===== config.mk =====
export PLATFORM = sky130hd
export DESIGN_NAME = rtc_cmd_layer
export DESIGN_NICKNAME = d
export VERILOG_FILES = /design/src/rtl/rtc_cmd_pkg.sv /design/src/rtl/rtc_cmd_seq.sv /design/src/rtl/rtc_xfer_buf.sv /design/src/rtl/rtc_sec_counter.sv /design/src/rtl/rtc_cmd_layer.sv
export SDC_FILE = /design/constraint.sdc
export NUM_CORES = 1
export LEC_CHECK = 0
export BUFFER_PORTS_ARGS = -buffer_cell sky130_fd_sc_hd__clkbuf_2
export CAP_MARGIN = 20
export CORE_ASPECT_RATIO = 0.75
export CORE_MARGIN = 1
export CORE_UTILIZATION = 61
export DETAILED_ROUTE_END_ITERATION = 8
export PLACE_DENSITY_LB_ADDON = 0.25
export SLEW_MARGIN = 20
export SYNTH_ARGS = -nofsm -noshare
export SYNTH_HDL_FRONTEND = slang
export SYNTH_SLANG_ARGS = --single-unit

===== constraint.sdc =====
create_clock -name clk -period 5.7 [get_ports clk]
set_input_delay 0.285 -clock clk [delete_from_list [all_inputs] [get_ports clk]]
set_output_delay 0.285 -clock clk [all_outputs]
set_load 0.05 [all_outputs]

===== src/rtl/rtc_cmd_pkg.sv =====
package rtc_cmd_pkg;

    typedef logic [7:0] byte_t;

    typedef enum logic [1:0] {
        PH_CMD,
        PH_READ,
        PH_WRITE,
        PH_MUTE
    } phase_e;

    localparam byte_t CODE_READ  = 8'h66;
    localparam byte_t CODE_WRITE = 8'h99;
    localparam byte_t TX_IDLE    = 8'hFF;
    localparam int unsigned OSC_LSB = 2;

    function automatic phase_e decode_cmd(input byte_t code);
        case (code)
            CODE_READ:  return PH_READ;
            CODE_WRITE: return PH_WRITE;
            default:    return PH_MUTE;
        endcase
    endfunction

    function automatic logic osc_enabled(input byte_t c);
        return c[OSC_LSB+1 -: 2] == 2'b11;
    endfunction

endpackage


===== src/rtl/rtc_cmd_seq.sv =====
module rtc_cmd_seq
    import rtc_cmd_pkg::*;
#(
    parameter int unsigned BUF_LEN = 5,
    localparam int unsigned PTR_W = $clog2(BUF_LEN + 1)
) (
    input  logic             clk,
    input  logic             rst,
    input  logic             bus_reset,
    input  logic             rx_valid,
    input  byte_t            rx_byte,
    input  logic             tx_req,
    output phase_e           phase,
    output logic [PTR_W-1:0] ptr,
    output logic             snap,
    output logic             wr_we,
    output logic             ctrl_we,
    output logic             commit
);
    localparam logic [PTR_W-1:0] FULL = PTR_W'(BUF_LEN);
    localparam logic [PTR_W-1:0] LAST = PTR_W'(BUF_LEN - 1);

    always_ff @(posedge clk) begin
        if (rst || bus_reset) begin
            phase <= PH_CMD;
            ptr   <= '0;
        end else begin
            case (phase)
                PH_CMD: if (rx_valid) begin
                    phase <= decode_cmd(rx_byte);
                    ptr   <= '0;
                end
                PH_READ: if (tx_req) begin
                    ptr <= (ptr == LAST) ? '0 : ptr + 1'b1;
                end
                PH_WRITE: if (rx_valid && ptr != FULL) begin
                    ptr <= ptr + 1'b1;
                end
                default: ;
            endcase
        end
    end

    always_comb begin
        snap    = !bus_reset && phase == PH_CMD && rx_valid && rx_byte == CODE_READ;
        wr_we   = !bus_reset && phase == PH_WRITE && rx_valid && ptr != FULL;
        ctrl_we = wr_we && ptr == '0;
        commit  = bus_reset && phase == PH_WRITE && ptr == FULL;
    end

endmodule


===== src/rtl/rtc_xfer_buf.sv =====
module rtc_xfer_buf
    import rtc_cmd_pkg::*;
#(
    parameter int unsigned BUF_LEN = 5,
    localparam int unsigned PTR_W = $clog2(BUF_LEN + 1),
    localparam int unsigned TW = 8 * (BUF_LEN - 1)
) (
    input  logic             clk,
    input  logic             rst,
    input  logic             snap,
    input  byte_t            snap_ctrl,
    input  logic [TW-1:0]    snap_time,
    input  logic             we,
    input  logic [PTR_W-1:0] waddr,
    input  byte_t            wdata,
    input  logic [PTR_W-1:0] raddr,
    output byte_t            rdata,
    output logic [TW-1:0]    time_out
);
    byte_t mem [BUF_LEN];

    for (genvar i = 0; i < BUF_LEN; i++) begin : g_ent
        byte_t snap_val;
        if (i == 0) begin : g_ctl
            assign snap_val = snap_ctrl;
        end else begin : g_tim
            assign snap_val = snap_time[(i-1)*8 +: 8];
            assign time_out[(i-1)*8 +: 8] = mem[i];
        end
        always_ff @(posedge clk) begin
            if (rst)                                    mem[i] <= '0;
            else if (snap)                              mem[i] <= snap_val;
            else if (we && waddr == PTR_W'(i))          mem[i] <= wdata;
        end
    end

    always_comb begin
        rdata = '0;
        for (int i = 0; i < BUF_LEN; i++)
            if (raddr == PTR_W'(i)) rdata = mem[i];
    end

endmodule


===== src/rtl/rtc_sec_counter.sv =====
module rtc_sec_counter #(
    parameter int unsigned W = 32
) (
    input  logic         clk,
    input  logic         rst,
    input  logic         tick,
    input  logic         run,
    input  logic         load,
    input  logic [W-1:0] load_val,
    output logic [W-1:0] count
);
    always_ff @(posedge clk) begin
        if (rst)              count <= '0;
        else if (load)        count <= load_val;
        else if (tick && run) count <= count + 1'b1;
    end
endmodule


===== src/rtl/rtc_cmd_layer.sv =====
module rtc_cmd_layer
    import rtc_cmd_pkg::*;
#(
    parameter int unsigned CNT_BYTES = 4,
    localparam int unsigned CW = 8 * CNT_BYTES
) (
    input  logic          clk,
    input  logic          rst,
    input  logic          bus_reset,
    input  logic          rx_valid,
    input  logic [7:0]    rx_byte,
    input  logic          tx_req,
    output logic [7:0]    tx_byte,
    output logic          rd_active,
    input  logic          tick_1hz,
    output logic          osc_run,
    output logic [7:0]    ctrl_byte,
    output logic [CW-1:0] seconds
);
    localparam int unsigned BUF_LEN = CNT_BYTES + 1;
    localparam int unsigned PTR_W   = $clog2(BUF_LEN + 1);

    phase_e           phase;
    logic [PTR_W-1:0] ptr;
    logic             snap, wr_we, ctrl_we, commit;
    byte_t            buf_rd;
    logic [CW-1:0]    staged_time;

    rtc_cmd_seq #(.BUF_LEN(BUF_LEN)) u_seq (
        .clk(clk), .rst(rst), .bus_reset(bus_reset),
        .rx_valid(rx_valid), .rx_byte(rx_byte), .tx_req(tx_req),
        .phase(phase), .ptr(ptr), .snap(snap), .wr_we(wr_we),
        .ctrl_we(ctrl_we), .commit(commit)
    );

    rtc_xfer_buf #(.BUF_LEN(BUF_LEN)) u_buf (
        .clk(clk), .rst(rst), .snap(snap),
        .snap_ctrl(ctrl_byte), .snap_time(seconds),
        .we(wr_we), .waddr(ptr), .wdata(rx_byte),
        .raddr(ptr), .rdata(buf_rd), .time_out(staged_time)
    );

    always_ff @(posedge clk) begin
        if (rst)          ctrl_byte <= '0;
        else if (ctrl_we) ctrl_byte <= rx_byte;
    end

    assign osc_run = osc_enabled(ctrl_byte);

    rtc_sec_counter #(.W(CW)) u_cnt (
        .clk(clk), .rst(rst), .tick(tick_1hz), .run(osc_run),
        .load(commit), .load_val(staged_time), .count(seconds)
    );

    assign rd_active = phase == PH_READ;
    assign tx_byte   = rd_active ? buf_rd : TX_IDLE;

endmodule


# Word-level counts from Yosys, hierarchy flattened
# Memory sizes are Yosys's and may differ from the RTL's.
# Cells that the tools add are included.
# word_totals
regBits	45
ramBits	40
in_bits	14
output_inout_bits	50
elab_cells	103
n_memories	1
# mem_list
memory	depth	width	rd	rd_clocked_by_memory_dff	write_ports	line_no	text
u_buf.mem	5	8	5	0	5	rtc_xfer_buf.sv:20	byte_t mem [BUF_LEN];
# op_classes
n_addsub	2
n_eq_ne	14
muxes	49
bitwise	10
n_reduce_logical	23
# op_table
cell	count
$mux 8	16
$mux 32	2
$add 32x1->32 const B	1
$mux 1	25
$logic_and 1x1->1	15
$mux 3	4
$or 1x1->1	10
$pmux 3 s3	1
$eq 8x7->1 const B	1
$eq 8x8->1 const B	1
$eq 3x2->1 const B	2
$eq 3x3->1 const B	2
$eq 2x2->1 const B	2
$ne 2x2->1 const B	2
$pmux 2 s2	1
$reduce_and 4->1	1
$add 3x1->3 const B	1
$eq 3x1->1 const B	1
$logic_not 3->1	1
$ne 3x3->1 const B	1
$reduce_bool 3->1	1
$eq 2x1->1 const B	1
$logic_not 2->1	1
$ne 2x1->1 const B	1
4 further kinds	4

# Logic depth before layout (Yosys ltp)
# Gate-level depths: netlist of run 1.
# depth
depth_word	10
ltp_mapped	8
ltp_nobuf	6

# Cells and area by module
# From an unflattened synthesis of run 1, not the netlist that was laid out.
# unflattened
cells_unflattened	479
hier_area_um2	4780.8
# by_module_without_submodules
module	instances	cells_per_inst	area_per_inst_um2	seq_area_each_um2
rtc_xfer_buf	1	145	2083.2	1201.2
rtc_sec_counter	1	246	1901.8	640.6
rtc_cmd_seq	1	51	442.9	100.1
rtc_cmd_layer	1	37	352.8	160.2

# Least setup slack after synthesis of run 1
# OpenSTA, ideal clock, no wires.
# synth_path
path_type	register to output
from	register u_seq.ptr[2]
to	output port tx_byte[0]
arrival_time_ps	2289
required_time_ps	5415
path_slack_ps	3126
stages_incl_launch_ff	8
n_path_buf	3
path_cell_list	dfxtp_1 -> clkbuf_1 -> inv_1 -> ha_1 -> clkbuf_1 -> or2_2 -> buf_1 -> o221ai_1
# synth_via
elab_chain_cells	7
elab_cells_between_ends	11
classes_between	4 x eq/ne; 6 x mux; 1 x reduce/logical
# synth_rtl
item	line_no	text
start, declared	rtc_cmd_seq.sv:14	output logic [PTR_W-1:0] ptr,
start signal, assigned	rtc_cmd_seq.sv:34	ptr <= (ptr == LAST) ? '0 : ptr + 1'b1;
start signal, assigned	rtc_cmd_seq.sv:37	ptr <= ptr + 1'b1;
$logic_not 3->1	rtc_xfer_buf.sv:40	if (raddr == PTR_W'(i)) rdata = mem[i];
$mux 8 (4 in series)	rtc_xfer_buf.sv:40	
$mux 8 *	rtc_xfer_buf.sv:40	
$mux 8 *	rtc_cmd_layer.sv:56	assign tx_byte = rd_active ? buf_rd : TX_IDLE;
end, declared	rtc_cmd_layer.sv:13	output logic [7:0] tx_byte,
# Mark *: on every way between the ends. The rest lies on a longest branch, timed or not.

# Final worst setup path of run 1
# layout_path
from	register u_seq.ptr[1]
to	register u_cnt.count[31]
# layout_via
elab_chain_cells	3
elab_cells_between_ends	4
classes_between	1 x eq/ne; 1 x mux; 2 x reduce/logical
# layout_rtl
item	line_no	text
$eq 3x3->1 *	rtc_cmd_seq.sv:48	commit = bus_reset && phase == PH_WRITE && ptr == FULL;
$logic_and 1x1->1 *	rtc_cmd_seq.sv:48	
$mux 32 / $reduce_bool 2->1 (equally long branches)	n/a	
end signal, assigned	rtc_sec_counter.sv:14	else if (load) count <= load_val;
end signal, assigned	rtc_sec_counter.sv:15	else if (tick && run) count <= count + 1'b1;
end, declared	rtc_sec_counter.sv:10	output logic [W-1:0] count
# Marks and branches as above.
# A chain may end at the register's enable or synchronous reset.

==> results of run 1 <==
-- flip-flops by register name (all words and copies together), names as in the netlist --
signal and count:
u_buf.mem 40, ctrl_byte 8, u_cnt.count 32, u_seq.ptr 3
u_seq.phase 2
-- synth_stat cells (5+ instances only) --
cell      count  area share (%)
nor3_1       12             1.2
xor2_1        5            0.91
a211oi_1      6            0.94
ha_1         10             2.6
a22o_1       39             7.1
or4_1         7             1.1
and2_1        5            0.65
nor2_1       40             3.1
nand4_1      19             2.5
and4_1        9             1.6
mux2i_1       8             1.7
nand2_1      38             3.0
a311oi_1      7             1.3
nor4_1        6            0.78
edfxtp_1     40              25
inv_1         8            0.62
dfxtp_1      45              19
and3_1       11             1.4
nand3_1      19             2.0
o211ai_1      5            0.78
nand3b_1      8             1.2
xnor2_1       5            0.91
o221ai_1      8             1.5
or3_1        10             1.3
a31oi_1       6            0.78
o21ai_0      27             2.8
a21oi_1      39             4.1
clkbuf_1     27             2.1
buf_2         6            0.62
-- worst max-delay path, stage by stage, from the launching register on --
cell     delay [ps]
dfxtp_1         370
inv_1           100
ha_1            580
nand4_1         850
buf_4           540
nand3_1         120
a21oi_1          80
a211o_1         290
-- worst min-delay path by stage --
stage                              start                     endpoint  slack [ps]  cells past startpoint
6_report                        rx_valid  u_seq.phase[0]$_SDFFE_PP0P_         250                      2
5_1_grt                         rx_valid  u_seq.phase[0]$_SDFFE_PP0P_         260                      2
4_1_cts                         rx_valid  u_seq.phase[0]$_SDFFE_PP0P_         240                      2
3_5_place_dp   u_seq.ptr[1]$_SDFFE_PP0P_    u_seq.ptr[1]$_SDFFE_PP0P_         520                      2
3_3_place_gp   u_seq.ptr[1]$_SDFFE_PP0P_    u_seq.ptr[1]$_SDFFE_PP0P_         490                      2
2_1_floorplan                   rx_valid  u_seq.phase[0]$_SDFFE_PP0P_         400                      1
-- cell type report --
type                            count  area, sq um
Clock buffer                       11          153
Fill cell                         606         2220
Clock inverter                      5         55.1
Inverter                            8         30.0
Multi-Input combinational cell    383         2480
Tap cell                          101          126
Timing Repair Buffer               66          338
Sequential cell                    85         2100
-- cells by family (layout without fill, tap and decap cells) --
logic type,count (synthesis),count (layout),synth area share (%)
XOR/XNOR,10,10,1.82
adder cells (fa/ha/maj),10,10,2.60
multiplexers,9,9,1.90
AND/OR/NAND/NOR,199,199,22.5
AO/OA/AOI/OAI,155,155,22.8
flip-flops,85,85,43.7
buffers and inverters,51,90,4.71
-- power groups by stage --
stage	logic [W]	clock network [W]	registers (W)
finish	0.0000770	0.000456	0.000659
detailed placement	0.0000744	0	0.000672
floorplan	0.0000489	0	0.000669
global route	0.0000812	0.000479	0.000659
CTS	0.0000750	0.000455	0.000658
global placement	0.0000733	0	0.000672
-- cells in the final DEF (no fill, tap or decap), types with 3 or more instances in the layout --
cell type and n:
o21ai_0 27, nor2b_1 3, dfxtp_1 45, and2_1 5
mux2i_1 8, xnor2_1 5, nand3_1 19, o221ai_1 8
nand2_1 38, buf_4 3, xor2_1 5, ha_1 10
a21oi_1 39, nand3b_1 8, a31oi_1 6, and3_1 11
nand4_1 19, or3_1 10, a211oi_1 6, and4_1 9
nor3_1 12, clkbuf_8 9, inv_1 8, nor2_1 40
a32oi_1 3, a311oi_1 7, edfxtp_1 40, o211ai_1 5
or4_1 7, a22o_1 39, clkbuf_2 63, nor4_1 6
-- per-stage QoR --
stage               worst slack (ps)  total power [W]  instances  hold slack [ps]  utilization [%]
floorplan                       3130         0.000718        519              401                -
finish                          2620          0.00119        659              248             70.5
CTS                             2740          0.00119        659              240             70.5
global placement                2930         0.000745        643              493             67.7
global route                    2430          0.00122        659              260             70.5
detailed placement              2770         0.000746        643              517             67.7
-- per-layer routing --
metal	wire, microns	share of wire [%]	track usage, %	up-vias
met2	6220	42	53.6	382
met3	2260	15	9.36	58
met1	5780	39	52.0	2110
met4	606	4.1	16.7	0
met5	0	0	2.60	-
li1	-	-	-	2078
==> flow_metrics.tcl, run 1 <==
set metrics [dict create \
    hold_violations 0 \
    ys_types 60 \
    cts_buffer_depth 2 \
    drt-wirelength-per-cell_microns 22.5 \
    viasPerCell 7.02 \
    clkTransAtPathRegs_ps 80 \
    yosys_warnings 0 \
    syn_inst 519 \
    antenna_found_initial 0 \
    cts_tree "done" \
    synth-edff-count 40 \
    path_max_fanout 36 \
    die_w_microns 105 \
    start_util_pct 64.1 \
    clock_skew_ps 7.75 \
    rows 27 \
    max-vdd-ir-drop_mv 0.173 \
    swShare_pct 24.7 \
    routed_wirelength_microns 14900 \
    worst_slew_pin_slew_ps 882 \
    worstSetupEndpoint "u_cnt.count[31]$_SDFFE_PP0P_" \
    crit_arrival_ps 3330 \
    die_area_sq_um 8250 \
    floorplan.die.height_microns 78.9 \
    power_frac_clock_pct 38.2 \
    fmax_ghz 0.325 \
    min_path_type "input port to flip-flop" \
    p_sw_w 0.000294 \
    num_vias 4628 \
    gp_congestion 1.05 \
    dpl.hpwl_microns 10300 \
    crit_path_start "u_seq.ptr[1]$_SDFFE_PP0P_" \
    startpoint_type "flip-flop" \
    first_iter_violations 652 \
    leakage_nw 1.98 \
    fp.coreArea_sq_um 7500 \
    setup_viol 0 \
    pwr-share-comb_pct 6.5 \
    clockRootBuffer "clkbuf_8" \
    avgSynthCellArea_sq_um 9.26 \
    cts-buffers-inserted 9 \
    crit_type "flip-flop to flip-flop" \
    reg2reg_depth 7 \
    grt_max_degree 37 \
    grt_pass1_vias 4163 \
    internal_power_w 0.000897 \
    overflow 0 \
    async_flop_share_pct 0 \
    top_level_ports 64 \
    syn_area_sq_um 4810 \
    r2r_slack_ps 2620 \
    relSlewSlack_pct 41.0 \
    finalSetupTns_ps 0 \
    synth_fp_nets 543 \
    final_cell_area_sq_um 5280 \
    gr-usage-all-layers_pct 37.0 \
    antenna_left 0 \
    layout-drive-gt1-share_pct 16.5 \
    power_density_nw_per_um2 225 \
    fin_crit_ps 3080 \
    drv_slew 0 \
    ys.flop_type "dfxtp_1" \
    status "complete, no violations" \
    required_ps 5950 \
    drv_cap 0 \
    p_seq_share_pct 55.3 \
    period_share_pct 54.0 \
    drc 0 \
    grt_first_pass_wirelength_microns 22900 \
    htree_levels 3 \
    ys_seq_area_share_pct 43.7 \
    antenna_cells 0 \
    port_buffers 63 \
    postCtsResizedCells 0 \
    r2r_end "u_cnt.count[31]$_SDFFE_PP0P_" \
    crit-reg2reg-launch "u_seq.ptr[1]$_SDFFE_PP0P_" \
    area_delta_synth_final_pct 9.89 \
    placed_area_sq_um 5080 \
    rsz0062_at_grt "false" \
    clk_latency_ps 360 \
    cts_hold_buf 0 \
    drt_first_pass_iters 6 \
    worst_setup_path_end_kind "flip-flop" \
    synth-seq-cells 85 \
    cts_setup_buffers 0 \
    cts_sinks 85 \
    finalNetCount 577 \
]
Power figures use the tool's default switching activity.
==> inputs of run 2 (changes only) <==
--- a/config.mk
+++ b/config.mk
@@ -9,7 +9,7 @@
 export CAP_MARGIN = 20
 export CORE_ASPECT_RATIO = 0.75
 export CORE_MARGIN = 1
-export CORE_UTILIZATION = 61
+export CORE_UTILIZATION = 58
 export DETAILED_ROUTE_END_ITERATION = 8
 export PLACE_DENSITY_LB_ADDON = 0.25
 export SLEW_MARGIN = 20
==> constraint.sdc (replaced) <==
create_clock -name clk -period 3.1 [get_ports clk]
set_input_delay 0.155 -clock clk [delete_from_list [all_inputs] [get_ports clk]]
set_output_delay 0.155 -clock clk [all_outputs]
set_load 0.05 [all_outputs]
==> run 2 against run 1 <==
- sequential share of layout area shrank 0.63 points
- via count grew 2.0%
- combinational power rose by 87%
- wire length is 0.34% higher
- flip-flop and latch count stayed put
- die area grew 5.0%
- count of clock-buffer cells in the layout grew 2
- maximum frequency grew 16%
- clock power increased by 110%
- sequential power up 84%
- first-iteration DRC count decreased by 15%
==> flow_metrics.tcl, run 2 (synthesis gave the netlist of run 1 again) <==
set metrics [dict create \
    area_delta_synth_final_pct 11.7 \
    rows 28 \
    cts_sinks 85 \
    drt-wirelength-per-cell_microns 22.4 \
    holdPathStages 2 \
    drv_cap 0 \
    clkTransAtPathRegs_ps 80 \
    path_max_fanout 11 \
    drv_slew 0 \
    cts_hold_buf 0 \
    slowest_delay_ps 550 \
    crit_arrival_ps 2880 \
    finalSetupTns_ps 0 \
    period_share_pct 85.4 \
    viasPerCell 7.08 \
    reg2reg_depth 6 \
    path_buf_inv 1 \
    relSlewSlack_pct 43.8 \
    crit_type "flip-flop to flip-flop" \
    die_w_microns 107 \
    port_buffers 63 \
    internal_power_w 0.00177 \
    clk_latency_ps 380 \
    fin_ws_ps 453 \
    die_area_sq_um 8660 \
    first_iter_violations 557 \
    start_util_pct 60.5 \
    pwr-share-comb_pct 6.2 \
    worst_setup_path_end_kind "flip-flop" \
    finalNetCount 581 \
    drt_first_pass_iters 7 \
    pre_cts_slack_ps 568 \
    clockRootBuffer "clkbuf_8" \
    grt_max_degree 42 \
    fin_total_pwr_w 0.00231 \
    swShare_pct 23.1 \
    power_frac_clock_pct 41.3 \
    instances_no_fill 667 \
    antenna_cells 0 \
    dpl.hpwl_microns 10500 \
    setup_viol 0 \
    top_level_ports 64 \
    largest_reg_flops 40 \
    layout_commonest_cell "clkbuf_2" \
    rsz0062_at_grt "false" \
    fin_crit_ps 2650 \
    min_path_type "input port to flip-flop" \
    antenna_left 0 \
    r2r_slack_ps 450 \
    routed_wirelength_microns 14900 \
    worst_slew_pin_slew_ps 843 \
    placed_area_sq_um 5120 \
    clock_skew_ps 17.7 \
    crit_chain "inv_1 > ha_1 > nor4bb_1 > nand2_1 > nor2_1 > a22o_1" \
    fmax_ghz 0.378 \
    num_vias 4721 \
    drc 0 \
    hold_violations 0 \
    cts_setup_buffers 0 \
    gr-usage-all-layers_pct 35.5 \
    fp.coreArea_sq_um 7950 \
    nFillCells 631 \
    htree_levels 3 \
    place_inst 651 \
    grt_first_pass_wirelength_microns 22500 \
    startpoint_type "flip-flop" \
    r2r_end "u_buf.mem[0][2]$_DFFE_PP_" \
    leakage_nw 2.03 \
    regMostFlops "u_buf.mem" \
    cpLargestDelayFamily "simple AND/OR/NAND/NOR gates" \
    cts_buffer_depth 2 \
    max-vdd-ir-drop_mv 0.296 \
    cts_tree "done" \
    power_density_nw_per_um2 430 \
    postCtsResizedCells 0 \
    final_cell_area_sq_um 5370 \
    floorplan.die.height_microns 80.9 \
    crit-reg2reg-launch "u_seq.phase[0]$_SDFFE_PP0P_" \
    gp_congestion 1.01 \
    p_seq_share_pct 52.4 \
    antenna_found_initial 0 \
    grt_pass1_vias 4122 \
    p_sw_w 0.000533 \
    worstHoldStart "rx_valid" \
    status "complete, no violations" \
    layout-drive-gt1-share_pct 17.3 \
    cts-buffers-inserted 9 \
    overflow 0 \
    layout_common_cells "clkbuf_2 (63), dfxtp_1 (45), nor2_1 (40), edfxtp_1 (40)" \
    required_ps 3340 \
    top_regs "u_buf.mem (40), u_cnt.count (32), ctrl_byte (8)" \
    slowest_stage "nor2_1" \
    hold_end "u_seq.phase[0]$_SDFFE_PP0P_" \
]
## run 2: cell count changes in the layout (fill, tap and decap cells not counted)
cell | before | now
bufinv_16 | 1 | 2
clkinv_2 | 0 | 1
buf_12 | 0 | 1
clkinv_4 | 1 | 0
buf_4 | 3 | 6
clkbuf_8 | 9 | 11
inv_4 | 2 | 0
clkinv_1 | 1 | 0
## run 2: stage by stage
stage	util, %	hold slack, ps
final	67.5	127
after global routing	67.5	128
after CTS	67.5	104
after detailed placement	64.4	486
after global placement	64.4	489
after floorplan	-	271
## run 2: worst max-delay path by stage
stage                     slack, ps                         from                           end  depth (start not counted)
after floorplan                 590  u_cnt.count[0]$_SDFFE_PP0P_  u_cnt.count[18]$_SDFFE_PP0P_                          6
after global placement          710  u_seq.phase[0]$_SDFFE_PP0P_     u_buf.mem[0][0]$_DFFE_PP_                          6
after detailed placement        570  u_seq.phase[0]$_SDFFE_PP0P_     u_buf.mem[0][2]$_DFFE_PP_                          6
after CTS                       540  u_seq.phase[0]$_SDFFE_PP0P_     u_buf.mem[0][2]$_DFFE_PP_                          6
after global routing            220  u_seq.phase[0]$_SDFFE_PP0P_     u_buf.mem[0][5]$_DFFE_PP_                          6
final                           450  u_seq.phase[0]$_SDFFE_PP0P_     u_buf.mem[0][2]$_DFFE_PP_                          6
## run 2: power by group through the flow
stage | Clock [W] | Sequential (W) | Combinational (W)
floorplan | 0 | 0.00123 | 0.0000899
global placement | 0 | 0.00123 | 0.000135
detailed placement | 0 | 0.00123 | 0.000140
CTS | 0.000955 | 0.00121 | 0.000140
global route | 0.000994 | 0.00121 | 0.000151
finish | 0.000954 | 0.00121 | 0.000144
## run 2: layout make-up
class / instances / area, sq um / area share (%)
Sequential cell: 85 / 2100 / 39.2
Tap cell: 105 / 131 / 2.45
Clock inverter: 3 / 65.1 / 1.21
Clock buffer: 13 / 180 / 3.36
Timing Repair Buffer: 70 / 380 / 7.08
Multi-Input combinational cell: 383 / 2480 / 46.2
Inverter: 8 / 30.0 / 0.559
## run 2: metal layers
layer | global-route usage (%) | vias to the layer above | part of all wire (%)
met4 | 16.4 | 0 | 3.5
li1 | - | 2089 | -
met3 | 10.5 | 56 | 14
met1 | 49.9 | 2199 | 39
met5 | 0 | - | 0
met2 | 50.3 | 377 | 43
==> inputs of run 3 (changes only) <==
--- a/config.mk
+++ b/config.mk
@@ -9,7 +9,7 @@
 export CAP_MARGIN = 20
 export CORE_ASPECT_RATIO = 0.75
 export CORE_MARGIN = 1
-export CORE_UTILIZATION = 58
+export CORE_UTILIZATION = 30
 export DETAILED_ROUTE_END_ITERATION = 8
 export PLACE_DENSITY_LB_ADDON = 0.25
 export SLEW_MARGIN = 20
==> run 3 against run 2 <==
- final cell count grew 15%
- flip-flop and latch count is the same
- sequential power is essentially flat
- register-to-register slack gained 160 ps
- count of clock-buffer cells in the layout grew 1
- cell area grew 3.4%
- critical path depth shrank 1
- critical path type unchanged
==> flow_metrics.tcl, run 3 (synthesis gave the netlist of run 1 again) <==
set metrics [dict create \
    status "complete, no violations" \
    clockRootBuffer "clkbuf_16" \
    leakage_nw 2.06 \
    fp.coreArea_sq_um 15400 \
    rows 39 \
    gr-usage-all-layers_pct 20.1 \
    power_frac_clock_pct 44.0 \
    layout_common_cells "clkbuf_2 (63), dfxtp_1 (45), nor2_1 (40), edfxtp_1 (40)" \
    startpoint_type "flip-flop" \
    floorplan.die.height_microns 112 \
    die_w_microns 148 \
    slowest_stage "or4_4" \
    regMostFlops "u_buf.mem" \
    routed_wirelength_microns 16600 \
    final_cell_area_sq_um 5550 \
    drv_cap 0 \
    slowest_delay_ps 680 \
    clock_skew_ps 8.60 \
    antenna_found_initial 0 \
    crit_arrival_ps 2730 \
    cts_setup_buffers 0 \
    gp_congestion 0.913 \
    cts_hold_buf 0 \
    drc 0 \
    fin_crit_ps 2490 \
    grt_use_met2_pct 27.6 \
    worst_slew_pin_slew_ps 783 \
    drt_first_pass_iters 5 \
    cts-buffers-inserted 9 \
    holdWs_ps 152 \
    fmax_ghz 0.402 \
    grt_pass1_vias 4100 \
    antenna_cells 0 \
    crit_chain "ha_1 > nand4_2 > or4_4 > or4_1 > and3_1" \
    finalNetCount 584 \
    pwr-share-comb_pct 6.1 \
    hold_violations 0 \
    min_path_type "input port to flip-flop" \
    path_max_fanout 13 \
    placed_area_sq_um 5260 \
    dpl.hpwl_microns 11900 \
    overflow 0 \
    drt-wirelength-per-cell_microns 21.6 \
    layout-drive-gt1-share_pct 17.3 \
    internal_power_w 0.00185 \
    cts_tree "done" \
    grt_max_degree 41 \
    clkTransAtPathRegs_ps 60 \
    period_share_pct 80.3 \
    relSlewSlack_pct 47.2 \
    top_regs "u_buf.mem (40), u_cnt.count (32), ctrl_byte (8)" \
    cpLargestDelayFamily "simple AND/OR/NAND/NOR gates" \
    path_buf_inv 0 \
    power_density_nw_per_um2 438 \
    met1_usage_pct 31.1 \
    start_util_pct 31.2 \
    htree_levels 3 \
    layout_commonest_cell "clkbuf_2" \
    port_buffers 63 \
    p_sw_w 0.000582 \
    antenna_left 0 \
    rsz0062_at_grt "false" \
    crit_type "flip-flop to flip-flop" \
    p_seq_share_pct 49.9 \
    postCtsResizedCells 0 \
    largest_reg_flops 40 \
    max-vdd-ir-drop_mv 0.243 \
    num_vias 4521 \
    grt_first_pass_wirelength_microns 25100 \
    met3_usage_pct 4.10 \
    top_level_ports 64 \
    cts_buffer_depth 2 \
    setup_viol 0 \
    busiest_layer "met1" \
    required_ps 3340 \
    die_area_sq_um 16500 \
    viasPerCell 5.87 \
    clk_latency_ps 340 \
    area_delta_synth_final_pct 15.4 \
    drv_slew 0 \
    swShare_pct 24.0 \
    cts_sinks 85 \
    first_iter_violations 537 \
    finalSetupTns_ps 0 \
    worst_setup_path_end_kind "flip-flop" \
]
## run 3: cell count changes in the layout (fill, tap and decap cells not counted), sizes merged
cell    change
buf         +3
bufinv      -2
clkbuf      +1
inv         +1
## run 3: area by class of cell
| type | instances | area, sq um |
|---|---|---|
| timing repair buffer | 73 | 390 |
| clock buffer | 14 | 275 |
| inverter | 8 | 30.0 |
| tap | 205 | 256 |
| sequential | 85 | 2100 |
| clock inverter | 2 | 15.0 |
| multi-input combinational | 383 | 2480 |
| fill | 1635 | 9870 |
## run 3: worst reg2reg max path: cells and delay by family (launching register included)
kind | cells | cell delay [ps]
DFF | 1 | 510
and+or+nand+nor | 4 | 1580
adders and majority gates | 1 | 300
## run 3: power groups by stage
stage	sequential [W]	clock, W	combinational, W
floorplan	0.00123	0	0.0000899
global placement	0.00124	0	0.000144
detailed placement	0.00124	0	0.000146
CTS	0.00121	0.00108	0.000147
global route	0.00121	0.00112	0.000157
finish	0.00121	0.00107	0.000148
## run 3: path summary, 6_finish.rpt
path	from	end	depth (start not counted)	slack [ps]
worst max-delay path	u_cnt.count[0]$_SDFFE_PP0P_	u_cnt.count[26]$_SDFFE_PP0P_	5	610
worst max register to register	u_cnt.count[0]$_SDFFE_PP0P_	u_cnt.count[26]$_SDFFE_PP0P_	5	610
worst min register to register	u_seq.ptr[0]$_SDFFE_PP0P_	u_seq.ptr[0]$_SDFFE_PP0P_	2	520
worst min-delay path	rx_valid	u_seq.phase[0]$_SDFFE_PP0P_	2	150
## run 3: metrics by stage
step           util, %  worst slack [ps]  cells  power (W)
2_1_floorplan        -               591    519    0.00132
3_3_place_gp      34.1               659    754    0.00138
3_5_place_dp      34.1               649    754    0.00138
4_1_cts           36.0               637    770    0.00244
5_1_grt           36.0               490    770    0.00249
6_report          36.0               610    770    0.00243
## run 3: layer usage
| layer | vias to the layer above | part of all wire (%) | wire, microns |
|---|---|---|---|
| met2 | 241 | 41 | 6770 |
| met4 | 0 | 1.9 | 323 |
| li1 | 2082 | - | - |
| met1 | 2174 | 48 | 8050 |
| met3 | 24 | 9.0 | 1490 |
| met5 | - | 0 | 0 |
